## config.mk

```make
export PLATFORM = sky130hd
export DESIGN_NAME = meas_sched
export DESIGN_NICKNAME = d
export VERILOG_FILES = /design/src/rtl/meas_sched_pkg.sv /design/src/rtl/sched_tick_div.sv /design/src/rtl/sched_countdown.sv /design/src/rtl/sched_results.sv /design/src/rtl/sched_fsm.sv /design/src/rtl/meas_sched.sv
export SDC_FILE = /design/constraint.sdc
export NUM_CORES = 1
export LEC_CHECK = 0
export ABC_AREA = 1
export ABC_CLOCK_PERIOD_IN_PS = 3700
export BUFFER_PORTS_ARGS = -buffer_cell sky130_fd_sc_hd__buf_2
export CAP_MARGIN = 20
export CORE_MARGIN = 1
export CORE_UTILIZATION = 63
export DETAILED_ROUTE_END_ITERATION = 7
export GPL_ROUTABILITY_DRIVEN = 0
export PLACE_DENSITY_LB_ADDON = 0.2
export SETUP_SLACK_MARGIN = 0.3
export SYNTH_ARGS = -nofsm -noshare
export SYNTH_HDL_FRONTEND = slang
export SYNTH_SLANG_ARGS = --single-unit
```

## constraint.sdc

```tcl
create_clock -name clk -period 3.7 [get_ports clk]
set_input_delay 0.185 -clock clk [delete_from_list [all_inputs] [get_ports clk]]
set_output_delay 0.185 -clock clk [all_outputs]
set_load 0.05 [all_outputs]
```

## src/rtl/meas_sched_pkg.sv

```systemverilog
package meas_sched_pkg;

    typedef enum logic [2:0] {
        S_IDLE  = 3'd0,
        S_SCHED = 3'd1,
        S_PEND  = 3'd2,
        S_CAP   = 3'd3,
        S_ESR   = 3'd4
    } sched_state_e;

    localparam int unsigned FLAG_CAP_DONE = 0;
    localparam int unsigned FLAG_ESR_DONE = 1;
    localparam int unsigned FLAG_CAP_FAIL = 2;
    localparam int unsigned FLAG_ESR_FAIL = 3;
    localparam int unsigned NUM_FLAGS     = 4;

endpackage

```

## src/rtl/sched_tick_div.sv

```systemverilog
module sched_tick_div #(
    parameter int unsigned TICK_DIV = 10000
) (
    input  logic clk,
    input  logic rst_n,
    input  logic clr,
    input  logic pulse,
    output logic unit_tick
);
    localparam int unsigned CW = (TICK_DIV > 1) ? $clog2(TICK_DIV) : 1;
    localparam logic [CW-1:0] LAST = CW'(TICK_DIV - 1);

    logic [CW-1:0] cnt_q;

    assign unit_tick = pulse && !clr && (cnt_q == LAST);

    always_ff @(posedge clk or negedge rst_n) begin
        if (!rst_n) begin
            cnt_q <= '0;
        end else if (clr) begin
            cnt_q <= '0;
        end else if (pulse) begin
            cnt_q <= (cnt_q == LAST) ? '0 : cnt_q + 1'b1;
        end
    end
endmodule

```

## src/rtl/sched_countdown.sv

```systemverilog
module sched_countdown #(
    parameter int unsigned W = 16
) (
    input  logic         clk,
    input  logic         rst_n,
    input  logic         load,
    input  logic [W-1:0] load_val,
    input  logic         tick,
    output logic         expired
);
    logic [W-1:0] cnt_q;

    assign expired = tick && !load && (cnt_q == W'(1));

    always_ff @(posedge clk or negedge rst_n) begin
        if (!rst_n) begin
            cnt_q <= '0;
        end else if (load) begin
            cnt_q <= load_val;
        end else if (tick && (cnt_q != '0)) begin
            cnt_q <= cnt_q - 1'b1;
        end
    end
endmodule

```

## src/rtl/sched_results.sv

```systemverilog
module sched_results
    import meas_sched_pkg::*;
(
    input  logic                 clk,
    input  logic                 rst_n,
    input  logic                 clr_all,
    input  logic [NUM_FLAGS-1:0] set_vec,
    output logic [NUM_FLAGS-1:0] flags
);
    for (genvar i = 0; i < NUM_FLAGS; i++) begin : g_flag
        always_ff @(posedge clk or negedge rst_n) begin
            if (!rst_n) begin
                flags[i] <= 1'b0;
            end else if (clr_all) begin
                flags[i] <= 1'b0;
            end else if (set_vec[i]) begin
                flags[i] <= 1'b1;
            end
        end
    end
endmodule

```

## src/rtl/sched_fsm.sv

```systemverilog
module sched_fsm
    import meas_sched_pkg::*;
#(
    parameter int unsigned PERIOD_W = 16
) (
    input  logic                 clk,
    input  logic                 rst_n,
    input  logic                 wr_period,
    input  logic [PERIOD_W-1:0]  period_in,
    input  logic                 wr_ctl,
    input  logic                 ctl_start,
    input  logic                 ctl_stop,
    input  logic                 cond_ok,
    input  logic                 cap_done_in,
    input  logic                 cap_fail_in,
    input  logic                 esr_done_in,
    input  logic                 esr_fail_in,
    input  logic                 expired,
    output logic                 load,
    output logic [PERIOD_W-1:0]  load_val,
    output logic                 begin_run,
    output logic [NUM_FLAGS-1:0] set_vec,
    output logic                 eng_cap_start,
    output logic                 eng_esr_start,
    output logic                 eng_abort,
    output logic                 chg_hold,
    output logic                 start_req,
    output logic                 st_scheduled,
    output logic                 st_pending,
    output logic                 st_active
);
    sched_state_e        state_q, state_d;
    logic [PERIOD_W-1:0] period_q;
    logic                start_q;
    logic                stop_cmd;
    logic                finish;
    logic                go_esr;
    logic                abort_now;
    logic [PERIOD_W-1:0] eff_period;

    assign stop_cmd   = wr_ctl && ctl_stop;
    assign eff_period = wr_period ? period_in : period_q;
    assign load_val   = eff_period;

    // Next-state decision
    always_comb begin
        state_d   = state_q;
        load      = 1'b0;
        begin_run = 1'b0;
        finish    = 1'b0;
        go_esr    = 1'b0;
        abort_now = 1'b0;
        set_vec   = '0;
        unique case (state_q)
            S_IDLE: begin
                if (start_q) begin
                    state_d = S_PEND;
                end else if (wr_period && (period_in != '0)) begin
                    state_d = S_SCHED;
                    load    = 1'b1;
                end
            end
            S_SCHED: begin
                if (start_q) begin
                    state_d = S_PEND;
                end else if (wr_period) begin
                    if (period_in != '0) begin
                        load = 1'b1;
                    end else begin
                        state_d = S_IDLE;
                    end
                end else if (expired) begin
                    state_d = S_PEND;
                end
            end
            S_PEND: begin
                if (cond_ok) begin
                    state_d   = S_CAP;
                    begin_run = 1'b1;
                end
            end
            S_CAP: begin
                if (stop_cmd) begin
                    abort_now = 1'b1;
                    finish    = 1'b1;
                end else if (cap_fail_in) begin
                    set_vec[FLAG_CAP_FAIL] = 1'b1;
                    set_vec[FLAG_ESR_FAIL] = 1'b1;
                    finish                 = 1'b1;
                end else if (cap_done_in) begin
                    set_vec[FLAG_CAP_DONE] = 1'b1;
                    state_d                = S_ESR;
                    go_esr                 = 1'b1;
                end
            end
            S_ESR: begin
                if (stop_cmd) begin
                    abort_now = 1'b1;
                    finish    = 1'b1;
                end else if (esr_fail_in) begin
                    set_vec[FLAG_ESR_FAIL] = 1'b1;
                    finish                 = 1'b1;
                end else if (esr_done_in) begin
                    set_vec[FLAG_ESR_DONE] = 1'b1;
                    finish                 = 1'b1;
                end
            end
            default: state_d = S_IDLE;
        endcase
        if (finish) begin
            if (start_q) begin
                state_d = S_PEND;
            end else if (eff_period != '0) begin
                state_d = S_SCHED;
                load    = 1'b1;
            end else begin
                state_d = S_IDLE;
            end
        end
    end

    // State, period and start-command registers
    always_ff @(posedge clk or negedge rst_n) begin
        if (!rst_n) begin
            state_q  <= S_IDLE;
            period_q <= '0;
            start_q  <= 1'b0;
        end else begin
            state_q <= state_d;
            if (wr_period) begin
                period_q <= period_in;
            end
            start_q <= (start_q && !begin_run) || (wr_ctl && ctl_start);
        end
    end

    // Engine strobes
    always_ff @(posedge clk or negedge rst_n) begin
        if (!rst_n) begin
            eng_cap_start <= 1'b0;
            eng_esr_start <= 1'b0;
            eng_abort     <= 1'b0;
        end else begin
            eng_cap_start <= begin_run;
            eng_esr_start <= go_esr;
            eng_abort     <= abort_now;
        end
    end

    assign start_req    = start_q;
    assign st_scheduled = (state_q == S_SCHED);
    assign st_pending   = (state_q == S_PEND);
    assign st_active    = (state_q == S_CAP) || (state_q == S_ESR);
    assign chg_hold     = (state_q == S_CAP);
endmodule

```

## src/rtl/meas_sched.sv

```systemverilog
module meas_sched
    import meas_sched_pkg::*;
#(
    parameter int unsigned PERIOD_W = 16,
    parameter int unsigned TICK_DIV = 10000
) (
    input  logic                clk,
    input  logic                rst_n,
    input  logic                prescale_pulse,
    input  logic                cond_ok,
    input  logic                wr_period,
    input  logic [PERIOD_W-1:0] period_in,
    input  logic                wr_ctl,
    input  logic                ctl_start,
    input  logic                ctl_stop,
    input  logic                cap_done_in,
    input  logic                cap_fail_in,
    input  logic                esr_done_in,
    input  logic                esr_fail_in,
    output logic                eng_cap_start,
    output logic                eng_esr_start,
    output logic                eng_abort,
    output logic                chg_hold,
    output logic                start_req,
    output logic                st_scheduled,
    output logic                st_pending,
    output logic                st_active,
    output logic                st_cap_done,
    output logic                st_esr_done,
    output logic                st_cap_failed,
    output logic                st_esr_failed
);
    logic                 load;
    logic [PERIOD_W-1:0]  load_val;
    logic                 unit_tick;
    logic                 expired;
    logic                 begin_run;
    logic [NUM_FLAGS-1:0] set_vec;
    logic [NUM_FLAGS-1:0] flags;

    sched_tick_div #(.TICK_DIV(TICK_DIV)) u_div (
        .clk       (clk),
        .rst_n     (rst_n),
        .clr       (load),
        .pulse     (prescale_pulse),
        .unit_tick (unit_tick)
    );

    sched_countdown #(.W(PERIOD_W)) u_cnt (
        .clk      (clk),
        .rst_n    (rst_n),
        .load     (load),
        .load_val (load_val),
        .tick     (unit_tick),
        .expired  (expired)
    );

    sched_fsm #(.PERIOD_W(PERIOD_W)) u_fsm (
        .clk           (clk),
        .rst_n         (rst_n),
        .wr_period     (wr_period),
        .period_in     (period_in),
        .wr_ctl        (wr_ctl),
        .ctl_start     (ctl_start),
        .ctl_stop      (ctl_stop),
        .cond_ok       (cond_ok),
        .cap_done_in   (cap_done_in),
        .cap_fail_in   (cap_fail_in),
        .esr_done_in   (esr_done_in),
        .esr_fail_in   (esr_fail_in),
        .expired       (expired),
        .load          (load),
        .load_val      (load_val),
        .begin_run     (begin_run),
        .set_vec       (set_vec),
        .eng_cap_start (eng_cap_start),
        .eng_esr_start (eng_esr_start),
        .eng_abort     (eng_abort),
        .chg_hold      (chg_hold),
        .start_req     (start_req),
        .st_scheduled  (st_scheduled),
        .st_pending    (st_pending),
        .st_active     (st_active)
    );

    sched_results u_res (
        .clk     (clk),
        .rst_n   (rst_n),
        .clr_all (begin_run),
        .set_vec (set_vec),
        .flags   (flags)
    );

    assign st_cap_done   = flags[FLAG_CAP_DONE];
    assign st_esr_done   = flags[FLAG_ESR_DONE];
    assign st_cap_failed = flags[FLAG_CAP_FAIL];
    assign st_esr_failed = flags[FLAG_ESR_FAIL];
endmodule

```

==> results of run 1 <==
-- kinds of logic (layout without fill, tap and decap cells) --
| logic type | after synthesis | after routing | synth area share [%] |
|---|---|---|---|
| mux | 1 | 1 | 0.301 |
| xor+xnor | 20 | 20 | 5.28 |
| buf+inv | 47 | 94 | 7.08 |
| fa+ha+maj | 3 | 3 | 1.13 |
| flops | 57 | 57 | 43.0 |
| compound gates | 50 | 50 | 9.72 |
| simple gates | 253 | 253 | 33.5 |
-- through the flow --
stage | hold WS (ns) | power, mW | area (um^2) | instances | worst slack, ns
after floorplan | -0.111 | 1.83 | 3320 | 431 | 1.18
after global placement | 0.313 | 2.01 | 3510 | 531 | 1.16
after detailed placement | 0.318 | 2.04 | 3510 | 531 | 1.07
after CTS | 0.0539 | 2.68 | 3730 | 548 | 1.17
after global routing | 0.108 | 2.87 | 3730 | 548 | 0.901
final | 0.0591 | 2.68 | 3730 | 548 | 1.17
-- area by class of cell --
type / count / area share (%)
Multi-Input combinational cell: 327 / 44.4
Tap cell: 70 / 2.35
Timing Repair Buffer: 41 / 5.70
Sequential cell: 57 / 38.2
Clock buffer: 10 / 3.42
Clock inverter: 6 / 2.21
Inverter: 37 / 3.72
-- power groups by stage --
stage               combinational, mW  sequential (mW)  clock [mW]
floorplan                       0.858            0.976           0
global placement                 1.09            0.918           0
detailed placement               1.12            0.922           0
CTS                              1.14            0.912       0.634
global route                     1.28            0.937       0.656
finish                           1.14            0.917       0.629
-- sequential cells by signal, summed over array words and instances (netlist names) --
register / cells
u_cnt.cnt_q: 16
u_fsm.period_q: 16
u_div.cnt_q: 14
u_res.flags: 4
u_fsm.state_q: 3
u_fsm.eng_abort: 1
u_fsm.eng_cap_start: 1
u_fsm.eng_esr_start: 1
u_fsm.start_req: 1
-- critical path, stage by stage (launching register included) --
cell and delay, ns:
dfrtp_1 0.44, nor2_1 0.15, nand2_1 0.14, nand2_1 0.12, nand2_1 0.15, nor2_2 0.21, nand2_4 0.10, nand2_4 0.22
inv_2 0.19, o21ai_4 0.29, inv_2 0.22, nand2_1 0.10, o21ai_0 0.07
-- worst paths after layout --
check | to | startpoint | slack [ns]
setup / recovery | u_cnt.cnt_q[9]$_DFFE_PN0P_ | u_fsm.state_q[1]$_DFFE_PN0P_ | 1.17
hold / removal | u_fsm.start_req$_DFF_PN0_ | ctl_start | 0.06
setup reg to reg | u_cnt.cnt_q[9]$_DFFE_PN0P_ | u_fsm.state_q[1]$_DFFE_PN0P_ | 1.17
hold reg to reg | u_res.flags[3]$_DFFE_PN0P_ | u_res.flags[3]$_DFFE_PN0P_ | 0.50
max in group asynchronous | u_res.flags[3]$_DFFE_PN0P_ | rst_n | 2.45
min in group asynchronous | u_cnt.cnt_q[11]$_DFFE_PN0P_ | rst_n | 0.46
-- cell usage after synthesis, types with 3 or more instances --
cell,number
a21oi_1,10
buf_6,7
dfrtp_1,57
ha_1,3
inv_1,33
inv_2,4
nand2_1,136
nand2_2,23
nand3_1,17
nand4_1,9
nor2_1,49
nor2_2,5
nor3_1,8
o21ai_0,14
o21ai_2,8
o22ai_1,10
xnor2_1,6
xor2_1,14
-- metal layers --
metal  wire [um]  share of wire (%)
met5           0                  0
met1        3110                 44
met3         353                5.0
met4         145                2.1
met2        3430                 49
==> flow_metrics.py, run 1 <==
metrics = {
    "synth": {
        "ys_async_sr_fraction_pct": 100,
        "synth_area_mm2": 0.00332,
        "yosysWarnings": 0,
        "synth-edff-count": 0,
        "ys_seq_elements": 57,
        "syn_nets": 462,
        "synth_top_area_share_pct": 43.0,
        "synth_cell_type_count": 32,
        "netlist_top_cells_area": "dfrtp_1 (43%), nand2_1 (15%), nor2_1 (5.5%)",
        "yosys_most_used_dff": "dfrtp_1",
        "synth_cells": 431,
        "seq_area_frac_synth_pct": 43.0,
        "synth_top_area_cell": "dfrtp_1",
        "syn_avg_cell_area_um2": 7.70,
    },
    "power": {
        "peakVddDrop_mv": 0.618,
        "switching_share_pct": 43.5,
        "pwr-share-seq_pct": 34.2,
        "leakage_nw": 1.86,
        "power_frac_comb_pct": 42.4,
        "p_int_mw": 1.52,
        "powerDensity_mw_per_mm2": 719,
        "clockPowerShare_pct": 23.4,
        "switchingPower_mw": 1.17,
    },
    "clocking": {
        "cts_made_buffers": 9,
        "holdBufCountCts": 1,
        "post_cts_resized": 0,
        "htreeDepth": 3,
        "post_cts_buffers": 0,
        "root_buffer": "clkbuf_8",
        "clk_pin_slew_ns": 0.07,
        "cts_tree": "done",
        "clock_sinks": 57,
        "insertion_delay_ns": 0.35,
        "clockBufferDepth": 2,
    },
    "die": {
        "initial_core_util_pct": 65.0,
        "core_area_mm2": 0.00511,
        "io_pins": 40,
        "die-area_mm2": 0.00557,
        "fp.dieW_um": 74.6,
        "die_y_um": 74.6,
        "num_rows": 26,
    },
    "setup_path": {
        "crit_path_start_kind": "flop",
        "worstPathRequired_ns": 3.93,
        "worst_ep_arrival_time_ns": 2.76,
        "cp_max_fo": 25,
        "critPathCaptureType": "flop",
        "r2r_cells": 12,
        "critical_path_class": "flop to flop",
    },
    "hold_path": {
        "hold_path_depth": 3,
        "hold_class": "input pin to flop",
    },
    "finish": {
        "area_growth_pct": 12.5,
        "n_antenna_cell": 0,
        "drive_gt1_share_pct": 20.9,
        "nets": 504,
        "ff_latch_area_mm2": 0.00143,
        "fill_cells": 402,
        "multi_input_area_mm2": 0.00166,
        "final_common_cell": "nand2_1",
        "layout_common_cells": "nand2_1 (136), dfrtp_1 (57), nor2_1 (49)",
        "post-route-util_pct": 73.1,
    },
    "sta": {
        "fin_skew_ns": 0.0100,
        "tightest_slew_ns": 0.790,
        "finalSetupViolCount": 0,
        "hold_viol_final": 0,
        "slew_violations": 0,
        "rsz0062_at_grt": "no",
        "fin_crit_ns": 2.53,
        "slew_headroom_pct": 47.3,
        "fin_crit_sh_pct": 68.3,
        "finalSetupTns_ns": 0,
        "clock.fmax_ghz": 0.396,
    },
    "route": {
        "antenna_left": 0,
        "detail_route.wirelength_um": 7040,
        "vias": 2948,
        "drc": 0,
        "first_pass_iters": 5,
        "via_per_inst": 5.38,
        "drtIter0Drc": 189,
        "post_drt_wl_per_cell_um": 12.9,
    },
    "global_routing": {
        "grt_max_degree": 38,
        "gr-usage-all-layers_pct": 28.2,
        "antenna_found_initial": 0,
        "grt_pass1_vias": 2759,
        "grt_first_pass_wirelength_um": 11800,
        "grt-busiest-layer": "met2",
        "use_met3_pct": 7.18,
        "met2_usage_pct": 46.7,
        "grt_overflow": 0,
        "use_met1_pct": 34.4,
    },
    "place": {
        "portBuffers": 39,
        "dp_hpwl_um": 5060,
    },
    "job": {
        "drv_cap": 0,
    },
    "outcome": {
        "status": "complete, no violations",
    },
}
No activity file was read; power rests on OpenSTA's default activity.
==> run 2, diff against run 1 <==
--- a/config.mk
+++ b/config.mk
@@ -6,11 +6,11 @@
 export NUM_CORES = 1
 export LEC_CHECK = 0
 export ABC_AREA = 1
-export ABC_CLOCK_PERIOD_IN_PS = 3700
+export ABC_CLOCK_PERIOD_IN_PS = 2500
 export BUFFER_PORTS_ARGS = -buffer_cell sky130_fd_sc_hd__buf_2
 export CAP_MARGIN = 20
 export CORE_MARGIN = 1
-export CORE_UTILIZATION = 63
+export CORE_UTILIZATION = 58
 export DETAILED_ROUTE_END_ITERATION = 7
 export GPL_ROUTABILITY_DRIVEN = 0
 export PLACE_DENSITY_LB_ADDON = 0.2
==> constraint.sdc (replaced) <==
create_clock -name clk -period 2.5 [get_ports clk]
set_input_delay 0.125 -clock clk [delete_from_list [all_inputs] [get_ports clk]]
set_output_delay 0.125 -clock clk [all_outputs]
set_load 0.05 [all_outputs]
==> run 2 against run 1 <==
Compared with the run above:
- setup slack worse by 0.66 ns
- clock-buffer cell count up 2
- combinational power up 52%
- hold slack worse by 0.049 ns
- clock skew up 0.0017 ns
- sequential power up 47%
- via count down 3.1%
- global-route usage down 3.7 points
- routed wire length down 3.5%
- first-iteration DRC count down 5.8%
- non-clock buffer count up 9
- flip-flop and latch count unchanged
- critical path type unchanged
- critical endpoint is now u_cnt.cnt_q[14]$_DFFE_PN0P_
- largest cell class unchanged
==> flow_metrics.py, run 2 (same netlist as run 1, synthesis figures left out) <==
metrics = {
    "sta": {
        "fin_crit_sh_pct": 79.5,
        "fin_skew_ns": 0.0117,
        "slew_violations": 0,
        "clock.fmax_ghz": 0.503,
        "tightest_slew_ns": 0.432,
        "slew_headroom_pct": 71.0,
        "finalSetupViolCount": 0,
        "fin_hold_ws_ns": 0.0102,
        "rsz0062_at_grt": "no",
        "fin_crit_ns": 1.99,
        "final.setup.worst_slack_ns": 0.513,
        "finalSetupTns_ns": 0,
        "hold_viol_final": 0,
    },
    "setup_path": {
        "reg2reg_to": "u_cnt.cnt_q[14]$_DFFE_PN0P_",
        "worst_ep_arrival_time_ns": 2.22,
        "worstReg2RegStart": "u_cnt.cnt_q[0]$_DFFE_PN0P_",
        "worstPathRequired_ns": 2.73,
        "path_depth": 12,
        "critPathCaptureType": "flop",
        "critPathSlowestCell": "dfrtp_1",
        "crit_path_start_kind": "flop",
        "critical_path_class": "flop to flop",
        "path_cells": "inv_1 > ha_1 > nand2_1 > nor2_1 > nand2_1 > nor3_2 > nand2_1 > xor2_1 > nand2_1 > nand2_1 > nand2_2 > o21ai_2",
        "r2r_cells": 12,
        "crit_end": "u_cnt.cnt_q[14]$_DFFE_PN0P_",
        "rrSetupSlack_ns": 0.51,
        "cp_max_fo": 6,
        "cp_common_cell": "nand2_1",
        "cpLargestDelayFamily": "simple AND/OR/NAND/NOR gates",
        "critPathMaxStageDelay_ns": 0.40,
        "cp-startpoint": "u_cnt.cnt_q[0]$_DFFE_PN0P_",
        "worst-path-buf-inv": 1,
    },
    "clocking": {
        "cts_made_buffers": 9,
        "clockBufferDepth": 2,
        "clk_pin_slew_ns": 0.07,
        "insertion_delay_ns": 0.34,
        "cts_tree": "done",
        "clock_sinks": 57,
        "root_buffer": "clkbuf_8",
        "htreeDepth": 3,
    },
    "die": {
        "initial_core_util_pct": 60.3,
        "core_area_mm2": 0.00551,
        "io_pins": 40,
        "die-area_mm2": 0.00603,
        "die_y_um": 77.7,
        "num_rows": 27,
        "fp.dieW_um": 77.7,
    },
    "place": {
        "portBuffers": 39,
        "dp_hpwl_um": 5010,
        "pre_cts_ws_ns": 0.417,
    },
    "power": {
        "peakVddDrop_mv": 0.873,
        "powerDensity_mw_per_mm2": 1000,
        "leakage_nw": 1.89,
    },
    "global_routing": {
        "antenna_found_initial": 0,
        "grt_first_pass_wirelength_um": 11500,
        "grt_pass1_vias": 2608,
        "grt_overflow": 0,
        "grt_max_degree": 24,
        "gr-usage-all-layers_pct": 24.5,
    },
    "finish": {
        "final_common_cell": "nand2_1",
        "top_regs": "u_cnt.cnt_q: 16 flops, u_fsm.period_q: 16 flops, u_div.cnt_q: 14 flops",
        "n_antenna_cell": 0,
        "layout_common_cells": "nand2_1 (135), dfrtp_1 (57), nor2_1 (49)",
        "nets": 513,
        "drive_gt1_share_pct": 22.6,
        "area_growth_pct": 13.7,
        "fill_cells": 440,
    },
    "route": {
        "post_drt_wl_per_cell_um": 12.2,
        "first_pass_iters": 4,
        "antenna_left": 0,
        "drtIter0Drc": 178,
        "drc": 0,
        "vias": 2857,
        "via_per_inst": 5.11,
        "detail_route.wirelength_um": 6800,
    },
    "outcome": {
        "status": "complete, no violations",
    },
    "job": {
        "drv_cap": 0,
    },
    "hold_path": {
        "hold_class": "input pin to flop",
    },
}
run 2: report_power, final:
part	internal [mW]	switching, mW
Combinational	0.589	1.14
Clock	0.353	0.358
Sequential	1.15	0.204
run 2: area by class of cell:
| cell class | instances | area (um^2) | share of cell area, % |
|---|---|---|---|
| clock inverter | 4 | 20.0 | 0.530 |
| inverter | 37 | 141 | 3.74 |
| sequential | 57 | 1430 | 37.8 |
| timing repair buffer | 50 | 287 | 7.59 |
| clock buffer | 12 | 135 | 3.58 |
| multi-input combinational | 327 | 1680 | 44.4 |
| tap | 72 | 90.1 | 2.39 |
run 2: worst min path at each step:
| stage | depth (start not counted) | end | slack, ns | start |
|---|---|---|---|---|
| after CTS | 3 | u_fsm.start_req$_DFF_PN0_ | 0.007 | wr_ctl |
| final | 3 | u_fsm.start_req$_DFF_PN0_ | 0.01 | wr_ctl |
| after global routing | 3 | u_fsm.start_req$_DFF_PN0_ | 0.04 | wr_ctl |
| after floorplan | 0 | u_cnt.cnt_q[0]$_DFFE_PN0P_ | -0.17 | rst_n |
| after detailed placement | 1 | u_fsm.period_q[14]$_DFF_PN0_ | 0.07 | rst_n |
| after global placement | 1 | u_fsm.period_q[13]$_DFF_PN0_ | 0.07 | rst_n |
run 2: worst min-delay path: stages:
cell     delay [ns]
buf_2          0.08
nand2_1        0.04
o21ai_0        0.06
run 2: repair_timing:
| action | 4_1_cts | 5_1_grt |
|---|---|---|
| hold endpoints to repair | 16 | 0 |
| gates resized for setup | 0 | 5 |
| hold buffers | 2 | 0 |
| setup buffers | 0 | 2 |
| setup endpoints to repair | 0 | 26 |
run 2: routing by layer:
| layer | global-route usage, % | up-vias | wire, um |
|---|---|---|---|
| met5 | 0 | - | 0 |
| met3 | 4.12 | 11 | 250 |
| li1 | - | 1487 | - |
| met2 | 41.2 | 57 | 3290 |
| met4 | 10.2 | 0 | 92 |
| met1 | 31.3 | 1302 | 3170 |
run 2: per-stage QoR:
stage               total power [mW]  util, %  cells  cell area (um^2)
CTS                             3.78     68.1    557              3750
global route                    4.08     68.6    559              3780
detailed placement              3.06     64.9    539              3570
floorplan                       2.72        -    431              3330
global placement                3.03     64.9    539              3570
finish                          3.79     68.6    559              3780
